**config.mk**
```make
export PLATFORM = sky130hd
export DESIGN_NAME = pwm_multi
export DESIGN_NICKNAME = d
export VERILOG_FILES = /design/src/rtl/pwm_multi_pkg.sv /design/src/rtl/pwm_multi_regs.sv /design/src/rtl/pwm_multi_chan.sv /design/src/rtl/pwm_multi.sv
export SDC_FILE = /design/constraint.sdc
export NUM_CORES = 2
export LEC_CHECK = 0
export ABC_CLOCK_PERIOD_IN_PS = 5150
export CORE_MARGIN = 2
export CORE_UTILIZATION = 35
export CTS_BUF_LIST = sky130_fd_sc_hd__clkbuf_8
export CTS_CLUSTER_DIAMETER = 150
export DETAILED_ROUTE_END_ITERATION = 6
export GPL_ROUTABILITY_DRIVEN = 1
export SKIP_LAST_GASP = 1
export SYNTH_ARGS = -nofsm -noshare
export SYNTH_HDL_FRONTEND = slang
export SYNTH_SLANG_ARGS = --single-unit
```
**constraint.sdc**
```tcl
create_clock -name clk -period 5.15 [get_ports clk]
set_clock_uncertainty 0.05 [all_clocks]
set_input_delay 0.7725 -clock clk [delete_from_list [all_inputs] [get_ports clk]]
set_output_delay 0.7725 -clock clk [all_outputs]
set_load 0.05 [all_outputs]
```
**src/rtl/pwm_multi_pkg.sv**
```systemverilog
package pwm_multi_pkg;
  localparam int unsigned PWM_NUM_CH = 4;
  localparam int unsigned PWM_DATA_W = 32;
  localparam int unsigned PWM_ADDR_W = 12;

  // byte stride between channel register pairs is 8: bits [1:0] select byte,
  // bit 2 picks high-time (0) or cycle length (1), bits above pick channel
  localparam int unsigned PWM_SEL_BIT = 2;
  localparam int unsigned PWM_CH_LSB  = 3;

  typedef enum logic {
    FLD_HIGH = 1'b0,
    FLD_LEN  = 1'b1
  } pwm_field_e;
endpackage

```
**src/rtl/pwm_multi_regs.sv**
```systemverilog
module pwm_multi_regs
  import pwm_multi_pkg::*;
#(
  parameter int unsigned NUM_CH = PWM_NUM_CH,
  parameter int unsigned DATA_W = PWM_DATA_W,
  parameter int unsigned ADDR_W = PWM_ADDR_W
) (
  input  logic                          clk,
  input  logic                          rst,
  input  logic                          psel,
  input  logic                          penable,
  input  logic                          pwrite,
  input  logic [ADDR_W-1:0]             paddr,
  input  logic [DATA_W-1:0]             pwdata,
  output logic [DATA_W-1:0]             prdata,
  output logic [NUM_CH-1:0][DATA_W-1:0] hi_o,
  output logic [NUM_CH-1:0][DATA_W-1:0] len_o
);
  localparam int unsigned CH_W    = (NUM_CH > 1) ? $clog2(NUM_CH) : 1;
  localparam int unsigned TOP_LSB = PWM_CH_LSB + CH_W;

  logic [CH_W-1:0] idx;
  pwm_field_e      fld;
  logic            hit;
  logic            wr_en;
  logic            rd_setup;

  always_comb begin
    idx      = paddr[PWM_CH_LSB +: CH_W];
    fld      = pwm_field_e'(paddr[PWM_SEL_BIT]);
    hit      = (paddr[1:0] == 2'b00)
            && (paddr[ADDR_W-1:TOP_LSB] == '0)
            && (32'(idx) < NUM_CH);
    wr_en    = psel && penable && pwrite && hit;
    rd_setup = psel && !penable && !pwrite;
  end

  for (genvar c = 0; c < NUM_CH; c++) begin : g_ch
    always_ff @(posedge clk) begin
      if (rst) begin
        hi_o[c]  <= '0;
        len_o[c] <= '0;
      end else if (wr_en && (32'(idx) == c)) begin
        if (fld == FLD_LEN) len_o[c] <= pwdata;
        else                hi_o[c]  <= pwdata;
      end
    end
  end

  // read data captured in the setup phase, presented in the access phase
  always_ff @(posedge clk) begin
    if (rst) begin
      prdata <= '0;
    end else if (rd_setup) begin
      if (!hit)                 prdata <= '0;
      else if (fld == FLD_LEN)  prdata <= len_o[idx];
      else                      prdata <= hi_o[idx];
    end
  end
endmodule

```
**src/rtl/pwm_multi_chan.sv**
```systemverilog
module pwm_multi_chan #(
  parameter int unsigned DATA_W = 32
) (
  input  logic              clk,
  input  logic              rst,
  input  logic [DATA_W-1:0] sh_hi,
  input  logic [DATA_W-1:0] sh_len,
  output logic              pwm_o
);
  logic [DATA_W-1:0] act_hi;
  logic [DATA_W-1:0] act_len;
  logic [DATA_W-1:0] tick;
  logic [DATA_W-1:0] tick_nx;
  logic              wrap;

  // a zero length (stopped or degenerate) re-samples the shadow every clock,
  // which gives an idle channel its immediate start
  always_comb begin
    tick_nx = tick + 1'b1;
    wrap    = (act_len == '0) || (tick == act_len - 1'b1);
  end

  always_ff @(posedge clk) begin
    if (rst) begin
      act_hi  <= '0;
      act_len <= '0;
      tick    <= '0;
      pwm_o   <= 1'b1;
    end else if (wrap) begin
      act_hi  <= sh_hi;
      act_len <= sh_len;
      tick    <= '0;
      pwm_o   <= (sh_hi != '0) || (sh_len == '0);
    end else begin
      tick    <= tick_nx;
      pwm_o   <= (tick_nx < act_hi);
    end
  end
endmodule

```
**src/rtl/pwm_multi.sv**
```systemverilog
module pwm_multi
  import pwm_multi_pkg::*;
#(
  parameter int unsigned NUM_CH = PWM_NUM_CH,
  parameter int unsigned DATA_W = PWM_DATA_W,
  parameter int unsigned ADDR_W = PWM_ADDR_W
) (
  input  logic              clk,
  input  logic              rst,
  input  logic              psel,
  input  logic              penable,
  input  logic              pwrite,
  input  logic [ADDR_W-1:0] paddr,
  input  logic [DATA_W-1:0] pwdata,
  output logic [DATA_W-1:0] prdata,
  output logic              pready,
  output logic [NUM_CH-1:0] pwm_out
);
  logic [NUM_CH-1:0][DATA_W-1:0] shadow_hi;
  logic [NUM_CH-1:0][DATA_W-1:0] shadow_len;

  assign pready = 1'b1;

  pwm_multi_regs #(
    .NUM_CH (NUM_CH),
    .DATA_W (DATA_W),
    .ADDR_W (ADDR_W)
  ) u_regs (
    .clk     (clk),
    .rst     (rst),
    .psel    (psel),
    .penable (penable),
    .pwrite  (pwrite),
    .paddr   (paddr),
    .pwdata  (pwdata),
    .prdata  (prdata),
    .hi_o    (shadow_hi),
    .len_o   (shadow_len)
  );

  for (genvar c = 0; c < NUM_CH; c++) begin : g_chan
    pwm_multi_chan #(
      .DATA_W (DATA_W)
    ) u_chan (
      .clk    (clk),
      .rst    (rst),
      .sh_hi  (shadow_hi[c]),
      .sh_len (shadow_len[c]),
      .pwm_o  (pwm_out[c])
    );
  end
endmodule

```
# --- After elaboration in Yosys (flattened, before gate mapping) ---
# Index checks and enable logic that the tools add are counted.
totals:
  ff_bits: 676
  in_bits: 49
  output_inout_bits: 37
  wordCells: 103
classes:
  addsub: 8
  magnitude_cmp: 5
  eq_ne: 7
  mux: 10
  n_bitwise: 1
  n_reduce_logical: 47
op_table:
  columns: ["op", "count"]
  rows:
  - ["logical NOT 32 bit", 8]
  - ["adder 32 x 1 -> 32 bit (second input constant)", 4]
  - ["binary-select mux 32 bit (select 2 bit)", 2]
  - ["equality test 32 bit", 4]
  - ["< comparator 32 bit", 4]
  - ["two-way mux 32 bit", 4]
  - ["nonzero test 32 bit", 4]
  - ["subtractor 32 x 1 -> 32 bit (second input constant)", 4]
  - ["AND reduction 2 bit", 8]
  - ["logical AND 1 bit", 10]
  - ["logical OR 1 bit", 8]
  - ["OR reduction 2 bit", 4]
  - ["logical NOT 7 bit", 1]
  - ["equality test 2 bit (second input constant)", 2]
  - ["logical NOT 2 bit", 2]
  - ["two-way mux 1 bit", 4]
  - ["< comparator 2 x 3 -> 1 bit (second input constant)", 1]
  - ["equality test 2 x 1 -> 1 bit (second input constant)", 1]
  - ["logical NOT 1 bit", 2]
  - ["NOT 1 bit", 1]

# --- Logic depth before layout (Yosys ltp) ---
logic_depth:
  ltp_word: 5
  depth_mapped: 17
  mapped_depth_nobuf: 16

# --- By module ---
# A second synthesis with hierarchy kept.
hier_totals:
  cells_unflattened: 4097
  area_unflattened_um2: 37920.1
modules_own_cells:
  columns: ["module", "n_inst", "cells_each", "area_per_inst_um2", "seq_area_each_um2"]
  rows:
  - ["pwm_multi_regs", 1, 1133, 13127.6, 5765.5]
  - ["pwm_multi_chan (g_chan[1].u_chan ...)", 2, 741, 6338.6, 1941.9]
  - ["pwm_multi_chan (g_chan[3].u_chan)", 1, 741, 6109.6, 1941.9]
  - ["pwm_multi_chan (g_chan[0].u_chan)", 1, 739, 5994.5, 1941.9]
  - ["pwm_multi", 1, 2, 11.3, 0.0]

# --- Least setup slack after synthesis ---
# No wires, ideal clock.
synth_path:
  kind: "register -> register"
  start: "register g_chan[0].u_chan.act_len[0]"
  end: "register g_chan[0].u_chan.act_len[10]"
  setup_ps: 126
  arrival_time_ps: 3384
  required_ps: 4974
  setup_slack_ps: 1590
  stages_incl_launch_ff: 14
  n_path_buf: 3
  synth_period_minus_slack_ps: 3560
  path_cell_list: "dfxtp_1 > inv_1 > ha_1 > or4b_2 > clkbuf_1 > nor3_1 > nand3_1 > xnor2_1 > or4_1 > a211oi_1 > a32oi_1 > clkbuf_1 > buf_2 > mux2i_1"
synth_via:
  elab_chain_len: 3
  elab_cells_between_ends: 4
  classes_between: "add/sub: 1; eq/ne: 1; reduce/logical: 2"
synth_rtl:
  columns: ["item", "line_no", "source"]
  rows:
  - ["start: declaration", "pwm_multi_chan.sv:11", "logic [DATA_W-1:0] act_len;"]
  - ["start signal: assignment", "pwm_multi_chan.sv:31", "act_len <= sh_len;"]
  - ["subtractor 32 x 1 -> 32 bit", "pwm_multi_chan.sv:20", "wrap = (act_len == '0) || (tick == act_len - 1'b1);"]
  - ["equality test 32 bit", "pwm_multi_chan.sv:20", null]
  - ["logical OR 1 bit *", "pwm_multi_chan.sv:20", null]
# Every way passes the cells marked *; elsewhere a longest branch is shown, timed or not.
# A chain may end at the register's enable or synchronous reset.

# --- Worst setup path in the final report ---
layout_path:
  start: "register g_chan[3].u_chan.act_len[2]"
  end: "register g_chan[3].u_chan.act_len[24]"
layout_via:
  elab_chain_len: 3
  elab_cells_between_ends: 4
  classes_between: "add/sub: 1; eq/ne: 1; reduce/logical: 2"
layout_rtl:
  columns: ["item", "line_no"]
  rows:
  - ["start: declaration", "pwm_multi_chan.sv:11"]
  - ["start signal: assignment", "pwm_multi_chan.sv:31"]
  - ["subtractor 32 x 1 -> 32 bit", "pwm_multi_chan.sv:20"]
  - ["equality test 32 bit", "pwm_multi_chan.sv:20"]
  - ["logical OR 1 bit *", "pwm_multi_chan.sv:20"]
# Marks and branches as above.

==> metrics.csv <==
stage;metric;value;unit
hold_path;Worst Hold Class;reg -> reg;
sta;Period Utilization, post-route;85.0;%
logic_synthesis;dominant cells by area after synthesis;dfxtp_1 (37%), nand2_1 (12%), mux2i_1 (7.1%), ha_1 (4.6%), a21oi_1 (4.1%);
grt;largest net degree at the start of global routing;140;
logic_synthesis;post-synth cell types;82;
logic_synthesis;top cell type's share of synthesized area;37.4;%
critical_path;Req. time, crit path;5730;ps
clocking;CTS Buf Count;114;
logic_synthesis;Syn Area/Cell;8.27;sq um
placement;routability cong.;0.934;
clocking;CTS Hold Bufs;0;
grt;gr usage total;22.6;%
detailed_routing;DR DRC count;0;
finish;fill count;10500;
critical_path;Worst R2R Setup Slack;780;ps
grt;total grt overflow;0;
placement;DP HPWL;90700;microns
logic_synthesis;Post-synth top flop;dfxtp_1;
clocking;clk root buf;clkbuf_8;
finish;final cell count without fillers;5777;
detailed_routing;1st-iter DRT viols;3619;
critical_path;WS Path Type;reg -> reg;
sta;Slew Limit Fails;0;
critical_path;Max FO, Critical Path;41;
logic_synthesis;most common library cells after synthesis;nand2_1 (1111), dfxtp_1 (676), a21oi_1 (298), mux2i_1 (255), clkbuf_1 (233);
detailed_routing;total number of vias;32000;
clocking;clock buffer depth;3;
critical_path;CP Capture Type;flip-flop;
clocking;post-CTS resize count;0;
clocking;CTS Sinks;676;
floorplan;Die Footprint;106000;sq um
critical_path;worst r2r path cells;9;
critical_path;Critical R2R Capture;g_chan[3].u_chan.act_len[24];
detailed_routing;Via density;5.53;
sta;headroom to the max-slew limit;32.1;%
clocking;post-CTS setup buffers;0;
clocking;Worst-path clk slew;70;ps
logic_synthesis;cell with the most instances after synthesis;nand2_1;
logic_synthesis;ys async rst share;0;%
sta;final hold vios;0;
finish;post-layout util;39.5;%
power_and_ir_drop;Static Leak;15.0;nW
logic_synthesis;YS warnings;0;
sta;RSZ-0062 raised after global routing;false;
logic_synthesis;Synth area leader;dfxtp_1;
clocking;CTS tree;built;
placement;Post-Place Cells;5566;
logic_synthesis;Post-synth EDFFs;0;
hold_path;Worst Hold End;g_chan[0].u_chan.act_hi[16];
hold_path;worst hold start;g_chan[0].u_chan.act_hi[16];
sta;Fin Setup TNS;0;ps
detailed_routing;WL/cell;21.3;microns
sta;Final min period;4370;ps
grt;vias in the first global route;30100;
detailed_routing;Post-Route WL;123000;microns
floorplan;Starting Density;35.4;%
floorplan;core area;102000;sq um
hold_path;Hold Crit Depth;2;
floorplan;die width;325;microns
finish;Area Overhead vs Synth;11.7;%
logic_synthesis;Syn Inst Count;4374;
detailed_routing;DRT Pass-1 Iters;6;
finish;nets@finish;4495;
logic_synthesis;Yosys reg bits;676;
grt;first-pass GRT wire length;187000;microns
job;max_cap viols;0;
logic_synthesis;post-synthesis cell area;36200;sq um
clocking;CTS HTree Levels;3;
sta;count of final setup violators;0;
critical_path;worst r2r src;g_chan[3].u_chan.act_len[2];
status;status;complete, no violations;
critical_path;Critical Path Source Type;flip-flop;
logic_synthesis;Seq/Total Area, Yosys;37.4;%
logic_synthesis;syn nets;4555;
power_and_ir_drop;pwr/cell area;265;nW/um^2
finish;share of post-route cells with drive strength above 1;8.21;%
critical_path;Critical Path AT;4950;ps
sta;Worst Tran Pin Value;993;ps
grt;initial antenna violation count;1;
clocking;clock latency on the worst-skew pair;790;ps
power_and_ir_drop;worst vdd ir;0.171;mV
floorplan;Ports;86;
detailed_routing;Final ANT Viol Nets;0;
floorplan;Rows;117;
floorplan;die height;325;microns
sta;fmax;229;MHz
placement;IO Port Bufs;84;
registers in the layout (all words and copies together) (netlist names):
register,flops
g_chan.u_chan.tick,128
g_chan.u_chan.act_len,128
u_regs.hi_o,128
u_regs.len_o,128
g_chan.u_chan.pwm_o,4
u_regs.prdata,32
g_chan.u_chan.act_hi,128
routing by layer:
metal / wire, microns / part of all wire [%] / GRT usage, %
met5: 0 / 0 / 0
met2: 52400 / 43 / 33.9
met4: 3950 / 3.2 / 7.10
met3: 13100 / 11 / 6.21
met1: 53600 / 44 / 31.4
worst max path at each step:
stage / start / endpoint / slack (ps)
after floorplan: g_chan[0].u_chan.act_len[0] / g_chan[0].u_chan.act_len[10] / 1590
after global placement: g_chan[3].u_chan.act_len[2] / g_chan[3].u_chan.act_hi[28] / 940
after detailed placement: g_chan[2].u_chan.act_len[0] / g_chan[2].u_chan.act_hi[23] / 840
after CTS: g_chan[2].u_chan.act_len[0] / g_chan[2].u_chan.act_hi[23] / 800
after global routing: g_chan[2].u_chan.act_len[0] / g_chan[2].u_chan.act_hi[22] / 440
final: g_chan[3].u_chan.act_len[2] / g_chan[3].u_chan.act_len[24] / 780
where the power goes:
| group | internal (mW) | leakage, nW | total [mW] | switching, mW |
|---|---|---|---|---|
| combinational | 0.0747 | 8.12 | 0.299 | 0.225 |
| sequential | 5.23 | 5.44 | 5.23 | 0.000207 |
| clock | 2.79 | 1.41 | 5.15 | 2.37 |
| total | 8.09 | 15.0 | 10.7 | 2.59 |
critical path: stages (launching register included):
cell and delay [ps]:
dfxtp_1 370, nor4_2 600, nand4_1 470, or3_1 500, xnor2_1 130, or4_1 500, or4_4 550, o41a_2 440
buf_4 410, mux2i_1 160
through the flow:
stage	total power [mW]	area, sq um	hold WS, ps	setup WS (ps)
6_report	10.7	40400	407	775
5_1_grt	11.0	40400	388	443
4_1_cts	10.7	40400	347	798
3_5_place_dp	5.64	37900	402	838
3_3_place_gp	5.64	37900	397	936
2_1_floorplan	5.53	36200	385	1590
kinds of logic after synthesis:
| logic type | after synthesis | share of synthesized area, % |
|---|---|---|
| flip-flops | 676 | 37.4 |
| buffers and inverters | 466 | 5.22 |
| adder cells (fa/ha/maj) | 132 | 4.57 |
| AO/OA/AOI/OAI | 562 | 9.52 |
| XOR/XNOR | 265 | 6.42 |
| multiplexers | 355 | 12.2 |
| other | 1 | 0.0104 |
| AND/OR/NAND/NOR | 1917 | 24.7 |
cell usage in the layout (no fill, tap or decap), types with 17 or more instances in the layout:
| cell | instances |
|---|---|
| mux2i_1 | 255 |
| ha_1 | 132 |
| a22oi_1 | 32 |
| nor3_1 | 55 |
| xor2_1 | 106 |
| inv_1 | 196 |
| nand2_1 | 1111 |
| a21oi_1 | 298 |
| mux4_2 | 64 |
| nor2_1 | 134 |
| nand3_1 | 72 |
| and3_1 | 163 |
| a21o_1 | 42 |
| mux2_2 | 34 |
| clkdlybuf4s50_1 | 80 |
| or3_1 | 35 |
| clkbuf_8 | 145 |
| o211ai_1 | 19 |
| or4_1 | 27 |
| nand4_1 | 79 |
| nor4_1 | 115 |
| a211oi_1 | 17 |
| dfxtp_1 | 676 |
| buf_4 | 43 |
| and4_1 | 20 |
| xnor2_1 | 159 |
| o21ai_0 | 39 |
final cells by class:
type,instances,area (sq um),area share [%]
Timing Repair Buffer,132,1270,3.14
Antenna cell,1,2.50,0.00620
Sequential cell,676,13500,33.5
Multi-Input combinational cell,3232,20800,51.6
Clock inverter,65,440,1.09
Inverter,158,601,1.49
Clock buffer,145,2000,4.94
Tap cell,1368,1710,4.24
(Power assumes the default switching activity.)
